## config.mk

```make
export PLATFORM = sky130hd
export DESIGN_NAME = memslot_sched
export DESIGN_NICKNAME = d
export VERILOG_FILES = /design/src/rtl/memslot_pkg.sv /design/src/rtl/memslot_line_class.sv /design/src/rtl/memslot_pick.sv /design/src/rtl/memslot_host_gate.sv /design/src/rtl/memslot_rfsh.sv /design/src/rtl/memslot_sched.sv
export SDC_FILE = /design/constraint.sdc
export NUM_CORES = 1
export LEC_CHECK = 0
export ABC_AREA = 1
export BUFFER_PORTS_ARGS = -buffer_cell sky130_fd_sc_hd__buf_2
export CELL_PAD_IN_SITES_DETAIL_PLACEMENT = 1
export CELL_PAD_IN_SITES_GLOBAL_PLACEMENT = 1
export CORE_ASPECT_RATIO = 1.25
export CORE_UTILIZATION = 30
export CTS_CLUSTER_DIAMETER = 50
export DETAILED_ROUTE_END_ITERATION = 12
export GPL_TIMING_DRIVEN = 0
export PLACE_DENSITY = 0.64
export REMOVE_ABC_BUFFERS = 1
export SLEW_MARGIN = 10
export SYNTH_ARGS = -nofsm -noshare
export SYNTH_HDL_FRONTEND = slang
export SYNTH_HIERARCHICAL = 1
export SYNTH_SLANG_ARGS = --single-unit
```

## constraint.sdc

```tcl
create_clock -name clk -period 0.8 [get_ports clk]
set_input_delay 0.24 -clock clk [delete_from_list [all_inputs] [get_ports clk]]
set_output_delay 0.24 -clock clk [all_outputs]
set_load 0.02 [all_outputs]
```

## src/rtl/memslot_pkg.sv

```systemverilog
package memslot_pkg;

  typedef enum logic [2:0] {
    SLOT_DUMMY   = 3'd0,
    SLOT_REFRESH = 3'd1,
    SLOT_SLICE   = 3'd2,
    SLOT_LOAD    = 3'd3,
    SLOT_HOST    = 3'd4
  } slot_e;

  typedef enum logic [1:0] {
    LN_BLANK  = 2'd0,
    LN_ACTIVE = 2'd1,
    LN_LOAD   = 2'd2
  } line_kind_e;

endpackage

```

## src/rtl/memslot_line_class.sv

```systemverilog
module memslot_line_class
  import memslot_pkg::*;
#(
  parameter int LINE_W       = 9,
  parameter int FIRST_ACTIVE = 40,
  parameter int ROWS         = 25,
  parameter int ROW_LINES    = 10
) (
  input  logic [LINE_W-1:0] line_i,
  output line_kind_e        kind_o
);

  localparam int LAST_ACTIVE = FIRST_ACTIVE + ROWS * ROW_LINES;

  logic [LINE_W-1:0] offs;
  logic [LINE_W-1:0] row_line;
  logic              in_area;

  always_comb begin
    offs     = line_i - LINE_W'(FIRST_ACTIVE);
    row_line = offs % LINE_W'(ROW_LINES);
    in_area  = (int'(line_i) >= FIRST_ACTIVE) && (int'(line_i) < LAST_ACTIVE);
    if (!in_area) begin
      kind_o = LN_BLANK;
    end else if ((row_line == '0) || (int'(row_line) == ROW_LINES - 1)) begin
      kind_o = LN_LOAD;
    end else begin
      kind_o = LN_ACTIVE;
    end
  end

endmodule

```

## src/rtl/memslot_pick.sv

```systemverilog
module memslot_pick
  import memslot_pkg::*;
#(
  parameter int COL_W         = 7,
  parameter int WIN_START     = 24,
  parameter int WIN_LEN       = 80,
  parameter int LOAD_PER_LINE = 60
) (
  input  line_kind_e       kind_i,
  input  logic [COL_W-1:0] col_i,
  input  logic             host_want_i,
  output slot_e            slot_o,
  output logic             grant_o
);

  localparam int WIN_END = WIN_START + WIN_LEN;

  logic             second_half;
  logic [COL_W-2:0] pair_idx;
  logic             in_win;
  slot_e            first_slot;

  always_comb begin
    second_half = col_i[0];
    pair_idx    = col_i[COL_W-1:1];
    in_win      = (int'(col_i) >= WIN_START) && (int'(col_i) < WIN_END);

    if ((kind_i != LN_BLANK) && in_win) begin
      first_slot = SLOT_SLICE;
    end else begin
      first_slot = SLOT_REFRESH;
    end

    if (!second_half) begin
      slot_o = first_slot;
    end else if (kind_i == LN_LOAD) begin
      slot_o = (int'(pair_idx) < LOAD_PER_LINE) ? SLOT_LOAD : SLOT_DUMMY;
    end else begin
      slot_o = host_want_i ? SLOT_HOST : SLOT_DUMMY;
    end

    grant_o = (slot_o == SLOT_HOST);
  end

endmodule

```

## src/rtl/memslot_host_gate.sv

```systemverilog
module memslot_host_gate (
  input  logic clk,
  input  logic rst_n,
  input  logic req_i,
  input  logic grant_i,
  output logic want_o,
  output logic ack_o
);

  logic pend_q, pend_d;
  logic ack_q;

  always_comb begin
    want_o = pend_q | req_i;
    pend_d = want_o & ~grant_i;
  end

  always_ff @(posedge clk or negedge rst_n) begin
    if (!rst_n) begin
      pend_q <= 1'b0;
      ack_q  <= 1'b0;
    end else begin
      pend_q <= pend_d;
      ack_q  <= grant_i;
    end
  end

  assign ack_o = ack_q;

  a_r5_grant_clears: assert property (@(posedge clk) disable iff (!rst_n)
    grant_i |=> !pend_q);
  a_r5_req_held: assert property (@(posedge clk) disable iff (!rst_n)
    (req_i && !grant_i) |=> pend_q);
  a_r8_no_grant_unwanted: assert property (@(posedge clk) disable iff (!rst_n)
    (!pend_q && !req_i) |-> !grant_i);

endmodule

```

## src/rtl/memslot_rfsh.sv

```systemverilog
module memslot_rfsh #(
  parameter int RFSH_W = 8
) (
  input  logic              clk,
  input  logic              rst_n,
  input  logic              step_i,
  output logic [RFSH_W-1:0] addr_o
);

  logic [RFSH_W-1:0] cnt_q, cnt_d;
  logic [RFSH_W-1:0] addr_q, addr_d;

  always_comb begin
    cnt_d  = cnt_q;
    addr_d = addr_q;
    if (step_i) begin
      addr_d = cnt_q;
      cnt_d  = cnt_q + RFSH_W'(1);
    end
  end

  always_ff @(posedge clk or negedge rst_n) begin
    if (!rst_n) begin
      cnt_q  <= '0;
      addr_q <= '0;
    end else if (step_i) begin
      cnt_q  <= cnt_d;
      addr_q <= addr_d;
    end
  end

  assign addr_o = addr_q;

  a_r6_step_once: assert property (@(posedge clk) disable iff (!rst_n)
    step_i |=> (cnt_q == $past(cnt_q) + RFSH_W'(1)));
  a_r6_hold_idle: assert property (@(posedge clk) disable iff (!rst_n)
    !step_i |=> $stable(cnt_q) && $stable(addr_q));

endmodule

```

## src/rtl/memslot_sched.sv

```systemverilog
module memslot_sched
  import memslot_pkg::*;
#(
  parameter int LINE_W        = 9,
  parameter int COL_W         = 7,
  parameter int FIRST_ACTIVE  = 40,
  parameter int ROWS          = 25,
  parameter int ROW_LINES     = 10,
  parameter int WIN_START     = 24,
  parameter int WIN_LEN       = 80,
  parameter int LOAD_PER_LINE = 60,
  parameter int RFSH_W        = 8
) (
  input  logic              clk,
  input  logic              rst_n,
  input  logic [LINE_W-1:0] line_i,
  input  logic [COL_W-1:0]  col_i,
  input  logic              host_req_i,
  output logic [2:0]        slot_o,
  output logic [RFSH_W-1:0] rfsh_addr_o,
  output logic              host_ack_o
);

  // reset: asserted asynchronously, released on a clock edge
  logic rst_meta_q, rst_sync_q;
  always_ff @(posedge clk or negedge rst_n) begin
    if (!rst_n) begin
      rst_meta_q <= 1'b0;
      rst_sync_q <= 1'b0;
    end else begin
      rst_meta_q <= 1'b1;
      rst_sync_q <= rst_meta_q;
    end
  end

  line_kind_e kind;
  slot_e      slot_d;
  slot_e      slot_q;
  logic       want;
  logic       grant;
  logic       rfsh_step;

  memslot_line_class #(
    .LINE_W(LINE_W), .FIRST_ACTIVE(FIRST_ACTIVE),
    .ROWS(ROWS), .ROW_LINES(ROW_LINES)
  ) u_class (
    .line_i (line_i),
    .kind_o (kind)
  );

  memslot_pick #(
    .COL_W(COL_W), .WIN_START(WIN_START),
    .WIN_LEN(WIN_LEN), .LOAD_PER_LINE(LOAD_PER_LINE)
  ) u_pick (
    .kind_i      (kind),
    .col_i       (col_i),
    .host_want_i (want),
    .slot_o      (slot_d),
    .grant_o     (grant)
  );

  memslot_host_gate u_host (
    .clk     (clk),
    .rst_n   (rst_sync_q),
    .req_i   (host_req_i),
    .grant_i (grant),
    .want_o  (want),
    .ack_o   (host_ack_o)
  );

  assign rfsh_step = (slot_d == SLOT_REFRESH);

  memslot_rfsh #(.RFSH_W(RFSH_W)) u_rfsh (
    .clk    (clk),
    .rst_n  (rst_sync_q),
    .step_i (rfsh_step),
    .addr_o (rfsh_addr_o)
  );

  always_ff @(posedge clk or negedge rst_sync_q) begin
    if (!rst_sync_q) begin
      slot_q <= SLOT_DUMMY;
    end else begin
      slot_q <= slot_d;
    end
  end

  assign slot_o = slot_q;

  a_r5_ack_matches_host: assert property (@(posedge clk) disable iff (!rst_sync_q)
    host_ack_o == (slot_o == SLOT_HOST));
  a_r2_refresh_first_half: assert property (@(posedge clk) disable iff (!rst_sync_q)
    (slot_d == SLOT_REFRESH) |-> !col_i[0]);
  a_r4_load_second_half: assert property (@(posedge clk) disable iff (!rst_sync_q)
    (slot_d == SLOT_LOAD) |-> col_i[0]);
  a_r4_no_grant_on_load: assert property (@(posedge clk) disable iff (!rst_sync_q)
    (kind == LN_LOAD) |-> !grant);
  a_r3_slice_only_active: assert property (@(posedge clk) disable iff (!rst_sync_q)
    (slot_d == SLOT_SLICE) |-> (kind != LN_BLANK));

endmodule

```

# Yosys cells after proc, flatten, opt, wreduce, memory -nomap -nowiden
# Cells that the tools add are included.
# word_totals
reg_bits	23
inputBits	19
output_inout_bits	12
# op_classes
addsub	2
div_mod_pow	1
n_lt_le_gt_ge	5
n_eq_ne	4
muxes	7
n_bitwise	3
n_reduce_logical	6
# op_table
operator	count
$eq A9 B5 Y1 const B	1
$ge A9 B6 Y1 const B	1
$logic_not A9 Y1	1
$lt A9 B9 Y1 const B	1
$mod A9 B4 Y9 const B	1
$mux W3	3
$sub A9 B6 Y9 const B	1
$add A8 B1 Y8 const B	1
$mux W2	4
$ge A7 B5 Y1 const B	1
$lt A7 B7 Y1 const B	1
$lt A6 B6 Y1 const B	1
$eq A3 B1 Y1 const B	1
$eq A3 B3 Y1 const B	1
$logic_and A1 B1 Y1	3
$eq A2 B2 Y1 const B	1
$reduce_bool A2 Y1	1
$and A1 B1 Y1	1
$logic_or A1 B1 Y1	1
$not A1 Y1	1
$or A1 B1 Y1	1

# Logic depth before layout (Yosys ltp)
# Gate-level depths: netlist of run 1.
# depth
depth_word	13
ltp_mapped	51
ltp_nobuf	50

# Cells and area by module
# The synthesis of run 1 kept the hierarchy.
# by_module_without_submodules
module	instances	cells_each	area_each_um2	seq_area_each_um2
memslot_line_class	1	157	880.8	0.0
memslot_rfsh	1	75	708.2	400.4
memslot_sched	1	9	142.6	125.1
memslot_pick	1	23	97.6	0.0
memslot_host_gate	1	5	63.8	50.0

# Least setup slack after synthesis of run 1
# OpenSTA, ideal clock, no wires.
# synth_timing
path_type	input -> register
start	input line_i[4]
end	register u_rfsh.cnt_q[5]
setup_ps	113
arrival_time_ps	3945
required_time_ps	687
slack_ps	-3258
stages	46
cell_sequence	inv_1 > ha_1 > inv_1 > nand2_2 > nand3b_2 > nand2_4 > inv_2 > nand3_2 > nand2_1 > inv_2 > nand2_4 > a21boi_2 > nand2_2 > nand2_2 > nand2_1 > nand3_2 > nand2_2 > nand2_2 > [10 not listed] > nand2_2 > nand2_1 > nand2_2 > nand2_2 > nor2_1 > nor2_1 > or2_1 > nand3_1 > nand2_1 > nand2_1 > nand2_1 > nor2_2 > buf_6 > nand2_4 > nor2_8 > nand3_1 > nand2_1 > inv_1
# synth_between
elab_chain_len	11
word_cells_on_any_way	17
cone_classes	add/sub: 1; div: 1; order compare: 2; eq/ne: 3; mux: 5; reduce/logical: 5
# synth_rtl
element	line	text
start: declaration	memslot_sched.sv:16	input logic [LINE_W-1:0] line_i,
$sub A9 B6 Y9	memslot_line_class.sv:20	offs = line_i - LINE_W'(FIRST_ACTIVE);
$mod A9 B4 Y9	memslot_line_class.sv:21	row_line = offs % LINE_W'(ROW_LINES);
$eq A9 B5 Y1 or $logic_not A9 Y1 (tied branches)	memslot_line_class.sv:25	end else if ((row_line == '0) || (int'(row_line) == ROW_LINES - 1)) begin
$logic_or A1 B1 Y1	memslot_line_class.sv:25	
$mux W2	memslot_line_class.sv:25	
$mux W2 (*)	memslot_line_class.sv:23	if (!in_area) begin
via kind[0]	memslot_sched.sv:36	line_kind_e kind;
$reduce_bool A2 Y1	memslot_pick.sv:28	if ((kind_i != LN_BLANK) && in_win) begin
$logic_and A1 B1 Y1	memslot_pick.sv:28	
$mux W2	memslot_pick.sv:28	
$mux W3 (*)	memslot_pick.sv:34	if (!second_half) begin
via slot_d[0]	memslot_sched.sv:37	slot_e slot_d;
$eq A3 B1 Y1 (*)	memslot_sched.sv:71	assign rfsh_step = (slot_d == SLOT_REFRESH);
via rfsh_step	memslot_sched.sv:41	logic rfsh_step;
end signal: assignment	memslot_rfsh.sv:27	cnt_q <= cnt_d;
end: declaration	memslot_rfsh.sv:10	logic [RFSH_W-1:0] cnt_q, cnt_d;
# The timed path passes the listed nets; every way through them passes the cells marked *.
# A chain may end at the register's enable or synchronous reset.

# Worst setup path after layout of run 1
# layout_timing
start	input line_i[3]
end	register u_rfsh.addr_q[7], in the netlist u_rfsh/addr_o[7]
# layout_between
elab_chain_len	11
word_cells_on_any_way	17
cone_classes	add/sub: 1; div: 1; order compare: 2; eq/ne: 3; mux: 5; reduce/logical: 5
# layout_rtl
element	line	text
$sub A9 B6 Y9	memslot_line_class.sv:20	
$mod A9 B4 Y9	memslot_line_class.sv:21	
$eq A9 B5 Y1 or $logic_not A9 Y1 (tied branches)	memslot_line_class.sv:25	
$logic_or A1 B1 Y1	memslot_line_class.sv:25	
$mux W2	memslot_line_class.sv:25	
$mux W2 (*)	memslot_line_class.sv:23	
via kind[0]	memslot_sched.sv:36	
$reduce_bool A2 Y1	memslot_pick.sv:28	
$logic_and A1 B1 Y1	memslot_pick.sv:28	
$mux W2	memslot_pick.sv:28	
$mux W3 (*)	memslot_pick.sv:34	
via slot_d[1]	memslot_sched.sv:37	
$eq A3 B1 Y1 (*)	memslot_sched.sv:71	
via rfsh_step	memslot_sched.sv:41	
end signal: assignment	memslot_rfsh.sv:28	addr_q <= addr_d;
end: declaration	memslot_rfsh.sv:11	logic [RFSH_W-1:0] addr_q, addr_d;
# Marks and branches as above.

==> impl_results.rst, run 1 <==
.. list-table::
   :header-rows: 1

   * - Metric
     - Value
   * - Mapped Cells
     - 269
   * - Post-layout net count
     - 356
   * - Yosys reg bits
     - 23
   * - Total half-perimeter wirelength after legalization and detailed placement
     - 3.33 mm
   * - Top cells by area, synth
     - sky130_fd_sc_hd__dfrtp_1 30%, sky130_fd_sc_hd__nand2_1 17%, sky130_fd_sc_hd__nand3_1 7.1%
   * - # port buffers
     - 28
   * - CP required
     - 0.96 ns
   * - Smallest hold slack
     - 0.211 ns
   * - Die area
     - 6630 um2
   * - Path depth of the worst reg2reg path
     - 11
   * - Largest incremental delay on the critical path
     - 0.19 ns
   * - Clock sink count
     - 23
   * - Status
     - finished with violations
   * - Number of antenna violations at the first check in global routing
     - 0
   * - Setup Slack @ Placement
     - -4.32 ns
   * - Via count
     - 1877
   * - Combinational share of power
     - 0.663
   * - Switch Pwr
     - 0.00342 W
   * - CTS tree
     - built
   * - Fin. Hold Viols
     - 0
   * - Clock root buffer
     - sky130_fd_sc_hd__clkbuf_8
   * - Most frequent cells in the layout
     - 62 x sky130_fd_sc_hd__nand2_1, 30 x sky130_fd_sc_hd__nand2_2, 26 x sky130_fd_sc_hd__buf_4, 26 x sky130_fd_sc_hd__inv_1, 22 x sky130_fd_sc_hd__dfrtp_1
   * - Number of max-cap violations
     - 0
   * - Dominant combinational cell family by area after synthesis
     - simple AND/OR/NAND/NOR gates
   * - Share of Yosys cell area claimed by the top area cell type
     - 0.304
   * - Via count of the first global-routing pass
     - 1864
   * - Htree depth
     - 1
   * - Violated checks
     - negative setup slack
   * - Global routing usage summed across all routing layers
     - 0.145
   * - Sequential Power Share
     - 0.242
   * - Most frequent CP cell
     - sky130_fd_sc_hd__nand2_4
   * - Endpoint of the worst hold path
     - u_host/pend_q
   * - DRT Wirelength
     - 4.72 mm
   * - Horizontal die dimension
     - 73.1 um
   * - Minimum clock period
     - 4.15 ns
   * - Final Max Tran Viols
     - 0
   * - Tcrit/Tclk final
     - 5.19
   * - Layout overhead on the synthesized area
     - 50.4%
   * - Critical register-to-register path startpoint
     - u_host/pend_q
   * - Type of element capturing the critical path
     - flop
   * - Initial Util
     - 0.309
   * - Part of the total power dissipated in the clock network
     - 0.095
   * - Core Box Area
     - 6130 um2
   * - Class of the tightest hold or removal check
     - in -> reg
   * - Pwr per Cell Area
     - 2600 nW/um2
   * - Total of endpoints with negative setup slack in the final report
     - 33
   * - Synth Cell Area
     - 1890 um2
   * - Clock-pin slew of the registers on the worst-case setup and hold paths
     - 0.08 ns
   * - First-pass GRT wire length
     - 7.80 mm
   * - Worst min-delay path startpoint
     - host_req_i
   * - Count of TritonRoute iterations in the first routing pass
     - 4
   * - Number of standard-cell rows in the floorplan
     - 32
   * - Detailed-route DRC error count
     - 0
   * - Switching part of the total
     - 0.461
   * - Average footprint of a synthesized cell
     - 7.04 um2
   * - Area share of fa/ha/maj cells after synthesis
     - 0.0330
   * - Cell with the largest stage delay on the worst path
     - sky130_fd_sc_hd__a21boi_4
   * - Weighted congestion reported at the end of routability-driven placement
     - 0.782
   * - Share of cell area taken by muxes after synthesis
     - 0
   * - Fraction of layout instances using a drive strength above 1
     - 0.517
   * - CTS Buf Count
     - 3
   * - Cell internal pwr
     - 0.00400 W
   * - Final sum of negative setup slack
     - -68.57 ns
   * - Yosys warns
     - 6
   * - Library cell occupying the most area in the post-synthesis netlist
     - sky130_fd_sc_hd__dfrtp_1
   * - Post-synthesis cell type count
     - 34
   * - Fraction of the yosys area taken by sequential cells
     - 0.304
   * - Area of all placed cells without fillers
     - 2850 um2
   * - Antenna viol nets, final
     - 0
   * - DR WL/cell
     - 11.3 um
   * - Worst reg2reg setup slack
     - -0.64 ns
   * - Cell depth of the worst hold path
     - 3
   * - Avg Vias per Cell
     - 4.51
   * - Ports placed on the boundary
     - 31
   * - Endpoint of the most critical register-to-register path
     - u_rfsh/cnt_q[7]
   * - Post-synthesis share of cell area spent on and, or, nand and nor gates
     - 0.482
   * - VDD IR-drop max
     - 0.000841 V
   * - Detailed Route Iter0 Violations
     - 23
   * - Final setup slack of the worst path
     - -3.35 ns
   * - Height of the chip
     - 90.8 um
   * - Largest net degree at the start of global routing
     - 22
   * - Top achievable clock speed
     - 241 MHz
   * - Xor/xnor share of the synthesized area
     - 0.0231
   * - Unrepaired setup endpoints after global routing
     - yes
   * - Peak fanout along the critical path
     - 5
   * - Bufs on Longest Clock Path
     - 2
   * - Type of the setup path with the least slack
     - in -> reg
   * - Commonest non-fill, non-tap cell in the layout
     - sky130_fd_sc_hd__nand2_1
   * - Compound-gate portion of the synthesized area
     - 0.0535
   * - Global route total overflow
     - 0
   * - Final worst clock skew
     - 0.00515 ns
   * - Area of placed instances
     - 2110 um2
   * - Data arrival time of the critical path
     - 4.32 ns
   * - Kind of launch point of the worst setup path
     - input port
   * - Antenna cell count
     - 0
   * - Leak
     - 1.48 nW
   * - Worst-Skew Late Latency
     - 0.26 ns
logic make-up (layout without fill, tap and decap cells):
group,count (synthesis),in the layout
buf+inv,46,108
xor+xnor,5,5
other cells,1,1
simple gates,173,173
flops,23,23
compound gates,16,16
fa+ha+maj,5,5
synth_stat cells, drive strengths merged:
library cell  instances
a41oi                 1
xor2                  4
inv                  43
buf                   3
xnor2                 1
nand3b                2
conb                  1
or2                   1
dfrtp                23
ha                    5
nor2                 17
o21ai                 9
nand4                 3
a21boi                1
nand2               111
a31oi                 1
o211ai                1
a21oi                 3
nand3                37
nor3                  2
cell type report:
cell class,count,area (um2)
Clock buffer,3,41.3
Clock inverter,1,5.00
Fill cell,772,3280
Inverter,43,178
Multi-Input combinational cell,200,1430
Sequential cell,23,577
Tap cell,85,106
Timing Repair Buffer,60,507
Timing Repair inverter,1,7.51
per-stage QoR:
stage | utilization | std cells | total power [W]
6_report | 0.465 | 416 | 0.00742
5_1_grt | 0.465 | 416 | 0.00800
4_1_cts | 0.428 | 405 | 0.00687
3_5_place_dp | 0.344 | 379 | 0.00490
3_3_place_gp | 0.344 | 379 | 0.00483
2_1_floorplan | - | 266 | 0.00420
routing by layer:
metal	vias to the layer above	share of wire	GRT usage	wire, um
met5	-	0	0	0
met3	4	0.013	0.00670	61
li1	965	-	-	-
met2	23	0.59	0.289	2790
met4	0	0.010	0.0490	49
met1	885	0.38	0.154	1810
flip-flops by register name, summed over array words and instances, names as in the netlist:
name,cells
rst_sync_q,1
u_rfsh/addr_o,8
u_rfsh/cnt_q,8
u_host/pend_q,1
u_host/ack_o,1
rst_meta_q,1
slot_o,3
worst max-delay path: cells and delay by family:
| family | cells | cell delay [ns] |
|---|---|---|
| simple gates | 31 | 2.27 |
| buf+inv | 13 | 1.13 |
| compound gates | 2 | 0.35 |
| fa+ha+maj | 2 | 0.31 |
power by group through the flow:
stage          combinational [W]  sequential, W  clock (W)
2_1_floorplan            0.00226        0.00194          0
3_3_place_gp             0.00310        0.00173          0
3_5_place_dp             0.00315        0.00174          0
4_1_cts                  0.00434        0.00178   0.000746
5_1_grt                  0.00539        0.00183   0.000779
6_report                 0.00492        0.00179   0.000703
what timing repair did:
action | 4_1_cts | 5_1_grt
gates resized for setup | 82 | 36
setup endpoints to repair | 54 | 33
hold buffers | 1 | 0
endpoints found under the hold margin | 2 | 0
cloned | 1 | 0
pin swaps | 38 | 46
buffers inserted | 20 | 12
how the worst max path moves through the flow:
stage,start,to,slack (ns),depth (start not counted)
after floorplan,line_i[4],u_rfsh/cnt_q[5],-3.39,45
after global placement,line_i[3],u_rfsh/addr_o[1],-4.16,45
after detailed placement,line_i[3],u_rfsh/addr_o[1],-4.32,45
after CTS,line_i[3],u_rfsh/cnt_q[7],-3.32,50
after global routing,line_i[3],u_rfsh/cnt_q[7],-3.66,45
final,line_i[3],u_rfsh/addr_o[7],-3.35,48
Power figures use the tool's default switching activity.
==> run 2: changes to the inputs <==
==> constraint.sdc (replaced) <==
create_clock -name clk -period 0.8 [get_ports clk]
set_input_delay 0.24 -clock clk [delete_from_list [all_inputs] [get_ports clk]]
set_output_delay 0.24 -clock clk [all_outputs]
set_load 0.01 [all_outputs]
==> run 2 against run 1 <==
Net effect: sequential share of layout area rose by 0.60 points; largest power group unchanged; clock skew barely moved; maximum frequency rose by 0.17%; global-route usage fell by 0.11 points; the run still ends with negative setup slack left; register-to-register slack barely moved; clock power barely moved; total power fell by 5.3%; cell count fell by 0.48%; critical path depth did not move; flip-flop and latch count did not move.
==> impl_results.rst, run 2 (synthesis gave the netlist of run 1 again) <==
.. list-table::
   :header-rows: 1

   * - Metric
     - Value
   * - Critical register-to-register path startpoint
     - u_host/pend_q (unchanged)
   * - Most frequent cells in the layout
     - 62 x sky130_fd_sc_hd__nand2_1, 30 x sky130_fd_sc_hd__nand2_2, 26 x sky130_fd_sc_hd__inv_1, 25 x sky130_fd_sc_hd__buf_4, 24 x sky130_fd_sc_hd__buf_2 (was 62 x sky130_fd_sc_hd__nand2_1, 30 x sky130_fd_sc_hd__nand2_2, 26 x sky130_fd_sc_hd__buf_4, 26 x sky130_fd_sc_hd__inv_1, 22 x sky130_fd_sc_hd__dfrtp_1)
   * - Minimum clock period
     - 4.14 ns (was 4.15 ns)
   * - Largest incremental delay on the critical path
     - 0.19 ns (about the same)
   * - Fraction of layout instances using a drive strength above 1
     - 0.514 (was 0.517)
   * - Ports placed on the boundary
     - 31 (unchanged)
   * - Tcrit/Tclk final
     - 5.18 (was 5.19)
   * - Number of max-cap violations
     - 0 (unchanged)
   * - Switch Pwr
     - 0.00323 W (was 0.00342 W)
   * - Sequential Power Share
     - 0.252 (was 0.242)
   * - Largest net degree at the start of global routing
     - 22 (unchanged)
   * - Initial Util
     - 0.309 (unchanged)
   * - CTS Buf Count
     - 3 (unchanged)
   * - Area of all placed cells without fillers
     - 2770 um2 (was 2850 um2)
   * - CTS tree
     - built (unchanged)
   * - Switching part of the total
     - 0.460 (was 0.461)
   * - Part of the total power dissipated in the clock network
     - 0.100 (was 0.095)
   * - # port buffers
     - 28 (unchanged)
   * - Combinational share of power
     - 0.648 (was 0.663)
   * - Bufs on Longest Clock Path
     - 2 (unchanged)
   * - Unrepaired setup endpoints after global routing
     - yes (unchanged)
   * - Data arrival time of the critical path
     - 4.31 ns (was 4.32 ns)
   * - Path depth of the worst reg2reg path
     - 11 (unchanged)
   * - First-pass GRT wire length
     - 7.73 mm (was 7.80 mm)
   * - Critical path destination
     - u_rfsh/addr_o[7] (unchanged)
   * - Peak fanout along the critical path
     - 5 (unchanged)
   * - Post-layout net count
     - 354 (was 356)
   * - DR WL/cell
     - 11.3 um (about the same)
   * - Via count of the first global-routing pass
     - 1833 (was 1864)
   * - Worst reg2reg setup slack
     - -0.64 ns (about the same)
   * - Core Box Area
     - 6130 um2 (unchanged)
   * - Area of placed instances
     - 2110 um2 (unchanged)
   * - Via count
     - 1847 (was 1877)
   * - DRT Wirelength
     - 4.68 mm (was 4.72 mm)
   * - Avg Vias per Cell
     - 4.46 (was 4.51)
   * - Fin. Hold Viols
     - 0 (unchanged)
   * - Detailed-route DRC error count
     - 0 (unchanged)
   * - Detailed Route Iter0 Violations
     - 23 (unchanged)
   * - Die area
     - 6630 um2 (unchanged)
   * - Worst-Skew Late Latency
     - 0.26 ns (about the same)
   * - Global route total overflow
     - 0 (unchanged)
   * - Leak
     - 1.45 nW (was 1.48 nW)
   * - Clock root buffer
     - sky130_fd_sc_hd__clkbuf_8 (unchanged)
   * - Final setup slack of the worst path
     - -3.34 ns (was -3.35 ns)
   * - Cell internal pwr
     - 0.00379 W (was 0.00400 W)
   * - Number of standard-cell rows in the floorplan
     - 32 (unchanged)
   * - CP required
     - 0.96 ns (about the same)
   * - Crit path depth
     - 48 (unchanged)
   * - Status
     - finished with violations (unchanged)
   * - Horizontal die dimension
     - 73.1 um (unchanged)
   * - Htree depth
     - 1 (unchanged)
   * - Clock sink count
     - 23 (unchanged)
   * - Pwr per Cell Area
     - 2540 nW/um2 (was 2600 nW/um2)
   * - Smallest hold slack
     - 0.210 ns (was 0.211 ns)
   * - Final Max Tran Viols
     - 0 (unchanged)
   * - Count of TritonRoute iterations in the first routing pass
     - 3 (was 4)
   * - Number of antenna violations at the first check in global routing
     - 0 (unchanged)
   * - Global routing usage summed across all routing layers
     - 0.144 (was 0.145)
   * - Final worst clock skew
     - 0.00526 ns (was 0.00515 ns)
   * - Height of the chip
     - 90.8 um (unchanged)
   * - Antenna viol nets, final
     - 0 (unchanged)
   * - Antenna cell count
     - 0 (unchanged)
   * - Clock-pin slew of the registers on the worst-case setup and hold paths
     - 0.08 ns (about the same)
   * - Class of the tightest hold or removal check
     - in -> reg (unchanged)
   * - Top achievable clock speed
     - 241 MHz (about the same)
   * - Violated checks
     - negative setup slack (unchanged)
   * - Commonest non-fill, non-tap cell in the layout
     - sky130_fd_sc_hd__nand2_1 (unchanged)
   * - Total of endpoints with negative setup slack in the final report
     - 33 (unchanged)
   * - Layout overhead on the synthesized area
     - 46.1% (was 50.4%)
   * - Worst setup path startpoint
     - line_i[3] (unchanged)
   * - CP delay by family, top
     - simple AND/OR/NAND/NOR gates (unchanged)
   * - Type of the setup path with the least slack
     - in -> reg (unchanged)
   * - Kind of launch point of the worst setup path
     - input port (unchanged)
   * - Endpoint of the most critical register-to-register path
     - u_rfsh/cnt_q[7] (unchanged)
   * - VDD IR-drop max
     - 0.000786 V (was 0.000841 V)
   * - Buffers & Inverters on Critical Path
     - 13 (unchanged)
   * - Total half-perimeter wirelength after legalization and detailed placement
     - 3.33 mm (unchanged)
   * - Cell with the largest stage delay on the worst path
     - sky130_fd_sc_hd__a21boi_4 (unchanged)
   * - Weighted congestion reported at the end of routability-driven placement
     - 0.782 (unchanged)
   * - Type of element capturing the critical path
     - flop (unchanged)
   * - Most frequent CP cell
     - sky130_fd_sc_hd__nand2_4 (unchanged)
## run 2: changes by cell type in the layout (fill, tap and decap cells not counted), sizes merged
cell  before  now
buf       59   57
## run 2: metrics by stage
step / total power [W] / TNS [ns] / std cells / util / worst slack [ns]
6_report: 0.00702 / -68.44 / 414 / 0.452 / -3.34
5_1_grt: 0.00762 / -75.03 / 414 / 0.452 / -3.66
4_1_cts: 0.00649 / -67.92 / 405 / 0.415 / -3.32
3_5_place_dp: 0.00476 / -86.23 / 379 / 0.344 / -4.32
3_3_place_gp: 0.00469 / -83.49 / 379 / 0.344 / -4.16
2_1_floorplan: 0.00407 / -65.60 / 266 / - / -3.39
## run 2: worst min-delay path by stage
stage | cells after the start | to | startpoint
after floorplan | 0 | rst_meta_q | rst_n
after global placement | 1 | rst_sync_q | rst_n
after detailed placement | 1 | rst_sync_q | rst_n
after global routing | 3 | u_host/pend_q | host_req_i
after CTS | 3 | u_host/pend_q | host_req_i
final | 3 | u_host/pend_q | host_req_i
## run 2: worst register-to-register path: stages, from the launching register on
cell                      delay (ns)
sky130_fd_sc_hd__dfrtp_1        0.38
sky130_fd_sc_hd__nor2_2         0.10
sky130_fd_sc_hd__inv_1          0.05
sky130_fd_sc_hd__nand2_1        0.09
sky130_fd_sc_hd__nor2_2         0.07
sky130_fd_sc_hd__nor2_4         0.13
sky130_fd_sc_hd__buf_12         0.14
sky130_fd_sc_hd__nand2_8        0.06
sky130_fd_sc_hd__nor2_8         0.16
sky130_fd_sc_hd__nand2_1        0.07
sky130_fd_sc_hd__nand2_1        0.06
sky130_fd_sc_hd__nand2_1        0.05
## run 2: cell type report
| class | instances | area (um2) |
|---|---|---|
| Fill cell | 787 | 3360 |
| Multi-Input combinational cell | 200 | 1430 |
| Sequential cell | 23 | 577 |
| Timing Repair Buffer | 58 | 425 |
| Inverter | 43 | 178 |
| Tap cell | 85 | 106 |
| Clock buffer | 3 | 41.3 |
| Timing Repair inverter | 1 | 7.51 |
| Clock inverter | 1 | 5.00 |
## run 2: layer usage
layer	up-vias	global-route usage	wire length (um)
met4	0	0.0490	49
met5	-	0	0
met3	4	0.00670	61
li1	960	-	-
met1	860	0.157	1810
met2	23	0.282	2760
## run 2: what timing repair did
action	CTS	global route
gates cloned	1	0
endpoints found under the hold margin	2	0
resized for setup	58	37
buffers inserted	20	10
hold buffers	1	0
pin swaps	38	43
endpoints found under the setup margin	54	33
## run 2: power groups by stage
stage	Combinational [W]	Clock (W)	Sequential, W
final	0.00455	0.000705	0.00177
after detailed placement	0.00301	0	0.00174
after global placement	0.00296	0	0.00173
after global routing	0.00503	0.000779	0.00181
after floorplan	0.00226	0	0.00180
after CTS	0.00400	0.000746	0.00174
==> run 3: changes to the inputs <==
--- a/config.mk
+++ b/config.mk
@@ -7,14 +7,15 @@
 export LEC_CHECK = 0
 export ABC_AREA = 1
 export BUFFER_PORTS_ARGS = -buffer_cell sky130_fd_sc_hd__buf_2
+export CAP_MARGIN = 30
 export CELL_PAD_IN_SITES_DETAIL_PLACEMENT = 1
 export CELL_PAD_IN_SITES_GLOBAL_PLACEMENT = 1
 export CORE_ASPECT_RATIO = 1.25
-export CORE_UTILIZATION = 30
+export CORE_UTILIZATION = 36
 export CTS_CLUSTER_DIAMETER = 50
 export DETAILED_ROUTE_END_ITERATION = 12
 export GPL_TIMING_DRIVEN = 0
-export PLACE_DENSITY = 0.64
+export PLACE_DENSITY = 0.74
 export REMOVE_ABC_BUFFERS = 1
 export SLEW_MARGIN = 10
 export SYNTH_ARGS = -nofsm -noshare
==> run 3 against run 2 <==
Net effect: the run ends with design-rule violations, negative setup slack left; total power up 2.8%; via count grew 3.7%; first-iteration DRC count grew to 3.6 times the previous value; combinational power up 4.8%; critical path type unchanged; flip-flop and latch count unchanged.
==> impl_results.rst, run 3 (synthesis gave the netlist of run 1 again) <==
.. list-table::
   :header-rows: 1

   * - Metric
     - Value
   * - First-pass GRT wire length
     - 8.26 mm (was 7.73 mm)
   * - VDD IR-drop max
     - 0.000954 V (was 0.000786 V)
   * - Initial Util
     - 0.373 (was 0.309)
   * - # port buffers
     - 28 (unchanged)
   * - Detailed-route DRC error count
     - 2 (was 0)
   * - Minimum clock period
     - 4.26 ns (was 4.14 ns)
   * - Combinational share of power
     - 0.661 (was 0.648)
   * - Total half-perimeter wirelength after legalization and detailed placement
     - 3.46 mm (was 3.33 mm)
   * - Leak
     - 1.48 nW (was 1.45 nW)
   * - Fin. Hold Viols
     - 0 (unchanged)
   * - Commonest non-fill, non-tap cell in the layout
     - sky130_fd_sc_hd__nand2_1 (unchanged)
   * - Number of max-cap violations
     - 0 (unchanged)
   * - Most frequent CP cell
     - sky130_fd_sc_hd__nand2_2 (was sky130_fd_sc_hd__nand2_4)
   * - DR WL/cell
     - 13.2 um (was 11.3 um)
   * - Weighted congestion reported at the end of routability-driven placement
     - 0.732 (was 0.782)
   * - Top achievable clock speed
     - 235 MHz (was 241 MHz)
   * - Largest incremental delay on the critical path
     - 0.28 ns (was 0.19 ns)
   * - Layout fillers
     - 639 (was 787)
   * - Part of the total power dissipated in the clock network
     - 0.096 (was 0.100)
   * - Most frequent cells in the layout
     - 59 x sky130_fd_sc_hd__nand2_1, 36 x sky130_fd_sc_hd__nand2_2, 27 x sky130_fd_sc_hd__inv_1, 26 x sky130_fd_sc_hd__buf_4, 24 x sky130_fd_sc_hd__buf_2 (was 62 x sky130_fd_sc_hd__nand2_1, 30 x sky130_fd_sc_hd__nand2_2, 26 x sky130_fd_sc_hd__inv_1, 25 x sky130_fd_sc_hd__buf_4, 24 x sky130_fd_sc_hd__buf_2)
   * - Switching part of the total
     - 0.467 (was 0.460)
   * - Clock-pin slew of the registers on the worst-case setup and hold paths
     - 0.07 ns (was 0.08 ns)
   * - Type of element capturing the critical path
     - flop (unchanged)
   * - Height of the chip
     - 83.1 um (was 90.8 um)
   * - Total area of multi-input combinational cells
     - 1430 um2 (unchanged)
   * - Core Box Area
     - 5080 um2 (was 6130 um2)
   * - Kind of launch point of the worst setup path
     - input port (unchanged)
   * - Ports placed on the boundary
     - 31 (unchanged)
   * - Type of the setup path with the least slack
     - in -> reg (unchanged)
   * - CTS Buf Count
     - 3 (unchanged)
   * - Die area
     - 5550 um2 (was 6630 um2)
   * - CP required
     - 0.96 ns (about the same)
   * - Class of the tightest hold or removal check
     - reg -> async (was in -> reg)
   * - Violated checks
     - design-rule violations, negative setup slack (was negative setup slack)
   * - Area of placed instances
     - 2080 um2 (was 2110 um2)
   * - Unrepaired setup endpoints after global routing
     - yes (unchanged)
   * - Final Max Tran Viols
     - 0 (unchanged)
   * - Tcrit/Tclk final
     - 5.33 (was 5.18)
   * - Global routing usage summed across all routing layers
     - 0.186 (was 0.144)
   * - Switch Pwr
     - 0.00337 W (was 0.00323 W)
   * - Bufs on Longest Clock Path
     - 2 (unchanged)
   * - Clock sink count
     - 23 (unchanged)
   * - Sequential standard cell area
     - 577 um2 (unchanged)
   * - Fraction of layout instances using a drive strength above 1
     - 0.521 (was 0.514)
   * - Htree depth
     - 1 (unchanged)
   * - Via count
     - 1916 (was 1847)
   * - Antenna viol nets, final
     - 0 (unchanged)
   * - Horizontal die dimension
     - 66.9 um (was 73.1 um)
   * - Area of all placed cells without fillers
     - 2780 um2 (was 2770 um2)
   * - Avg Vias per Cell
     - 4.86 (was 4.46)
   * - Final worst clock skew
     - 0.00300 ns (was 0.00526 ns)
   * - Placed cell count
     - 356 (was 379)
   * - Status
     - finished with violations (unchanged)
   * - Detailed Route Iter0 Violations
     - 83 (was 23)
   * - Post-layout net count
     - 357 (was 354)
   * - CTS tree
     - built (unchanged)
   * - Pwr per Cell Area
     - 2600 nW/um2 (was 2540 nW/um2)
   * - Via count of the first global-routing pass
     - 1978 (was 1833)
   * - Number of antenna violations at the first check in global routing
     - 0 (unchanged)
   * - Clock root buffer
     - sky130_fd_sc_hd__clkbuf_8 (unchanged)
   * - Worst-Skew Late Latency
     - 0.25 ns (was 0.26 ns)
   * - Final setup slack of the worst path
     - -3.46 ns (was -3.34 ns)
   * - Largest net degree at the start of global routing
     - 22 (unchanged)
   * - Antenna cell count
     - 0 (unchanged)
   * - Layout Utilization
     - 0.547 (was 0.452)
   * - CP delay by family, top
     - simple AND/OR/NAND/NOR gates (unchanged)
   * - Global route total overflow
     - 0 (unchanged)
   * - Cell internal pwr
     - 0.00384 W (was 0.00379 W)
   * - Peak fanout along the critical path
     - 8 (was 5)
   * - Post-route total power
     - 0.00722 W (was 0.00702 W)
   * - Data arrival time of the critical path
     - 4.42 ns (was 4.31 ns)
   * - Buffers & Inverters on Critical Path
     - 11 (was 13)
   * - Number of standard-cell rows in the floorplan
     - 29 (was 32)
   * - Layout overhead on the synthesized area
     - 46.9% (was 46.1%)
   * - Sequential Power Share
     - 0.244 (was 0.252)
   * - Total of endpoints with negative setup slack in the final report
     - 33 (unchanged)
   * - DRT Wirelength
     - 5.22 mm (was 4.68 mm)
   * - Cell with the largest stage delay on the worst path
     - sky130_fd_sc_hd__or2_1 (was sky130_fd_sc_hd__a21boi_4)
   * - Cell Count, Final, Fillers Out
     - 394 (was 414)
   * - Count of TritonRoute iterations in the first routing pass
     - 8 (was 3)
run 3: power groups by stage:
stage	sequential [W]	clock, W	combinational [W]
2_1_floorplan	0.00180	0	0.00226
3_3_place_gp	0.00173	0	0.00294
3_5_place_dp	0.00175	0	0.00305
4_1_cts	0.00174	0.000724	0.00389
5_1_grt	0.00181	0.000774	0.00527
6_report	0.00176	0.000689	0.00477
run 3: repair_timing:
action / in CTS / in global routing
pin swaps: 35 / 36
setup buffers: 24 / 8
setup endpoints to repair: 54 / 33
gates cloned: 1 / 0
hold endpoints to repair: 2 / 0
gates resized for setup: 49 / 53
hold buffers: 1 / 0
run 3: per-stage QoR:
step	TNS, ns	setup WS (ns)	hold slack (ns)
detailed placement	-86.08	-4.30	0.0304
global placement	-82.21	-4.11	0.0246
floorplan	-65.60	-3.39	-0.0556
global route	-76.47	-3.75	0.218
finish	-70.10	-3.46	0.220
CTS	-68.17	-3.37	0.219
run 3: cell type report:
cell class | count | share of cell area
repair buffers | 61 | 0.165
clock buffers | 4 | 0.0162
multi-input cells | 200 | 0.513
repair inverters | 1 | 0.00270
well taps | 62 | 0.0279
flip-flops and latches | 23 | 0.207
inverters | 43 | 0.0675
run 3: routing by layer:
metal | GRT usage | share of wire | vias to the layer above | routed length [um]
met5 | 0 | 0 | - | 0
met4 | 0.0484 | 0.0061 | 0 | 32
met3 | 0.0165 | 0.016 | 2 | 82
met2 | 0.379 | 0.58 | 20 | 3040
met1 | 0.187 | 0.40 | 932 | 2070
li1 | - | - | 962 | -
run 3: worst paths after layout:
check                           depth (start not counted)               end          start  slack [ns]
worst min-delay path                                    0  u_rfsh/addr_o[4]     rst_sync_q        0.22
min in group clk                                        3     u_host/pend_q     host_req_i        0.22
max in group asynchronous                               0  u_rfsh/addr_o[3]     rst_sync_q        0.26
worst min register to register                          0  u_rfsh/addr_o[4]     rst_sync_q        0.22
worst max-delay path                                   46   u_rfsh/cnt_q[5]      line_i[4]       -3.46
worst max register to register                         11   u_rfsh/cnt_q[5]  u_host/pend_q       -0.75
run 3: worst reg2reg max path, delay by kind of cell, from the launching register on:
kind                   cells  cell delay [ns]
buffers and inverters      3             0.23
flip-flops                 1             0.38
AND/OR/NAND/NOR            8             0.86
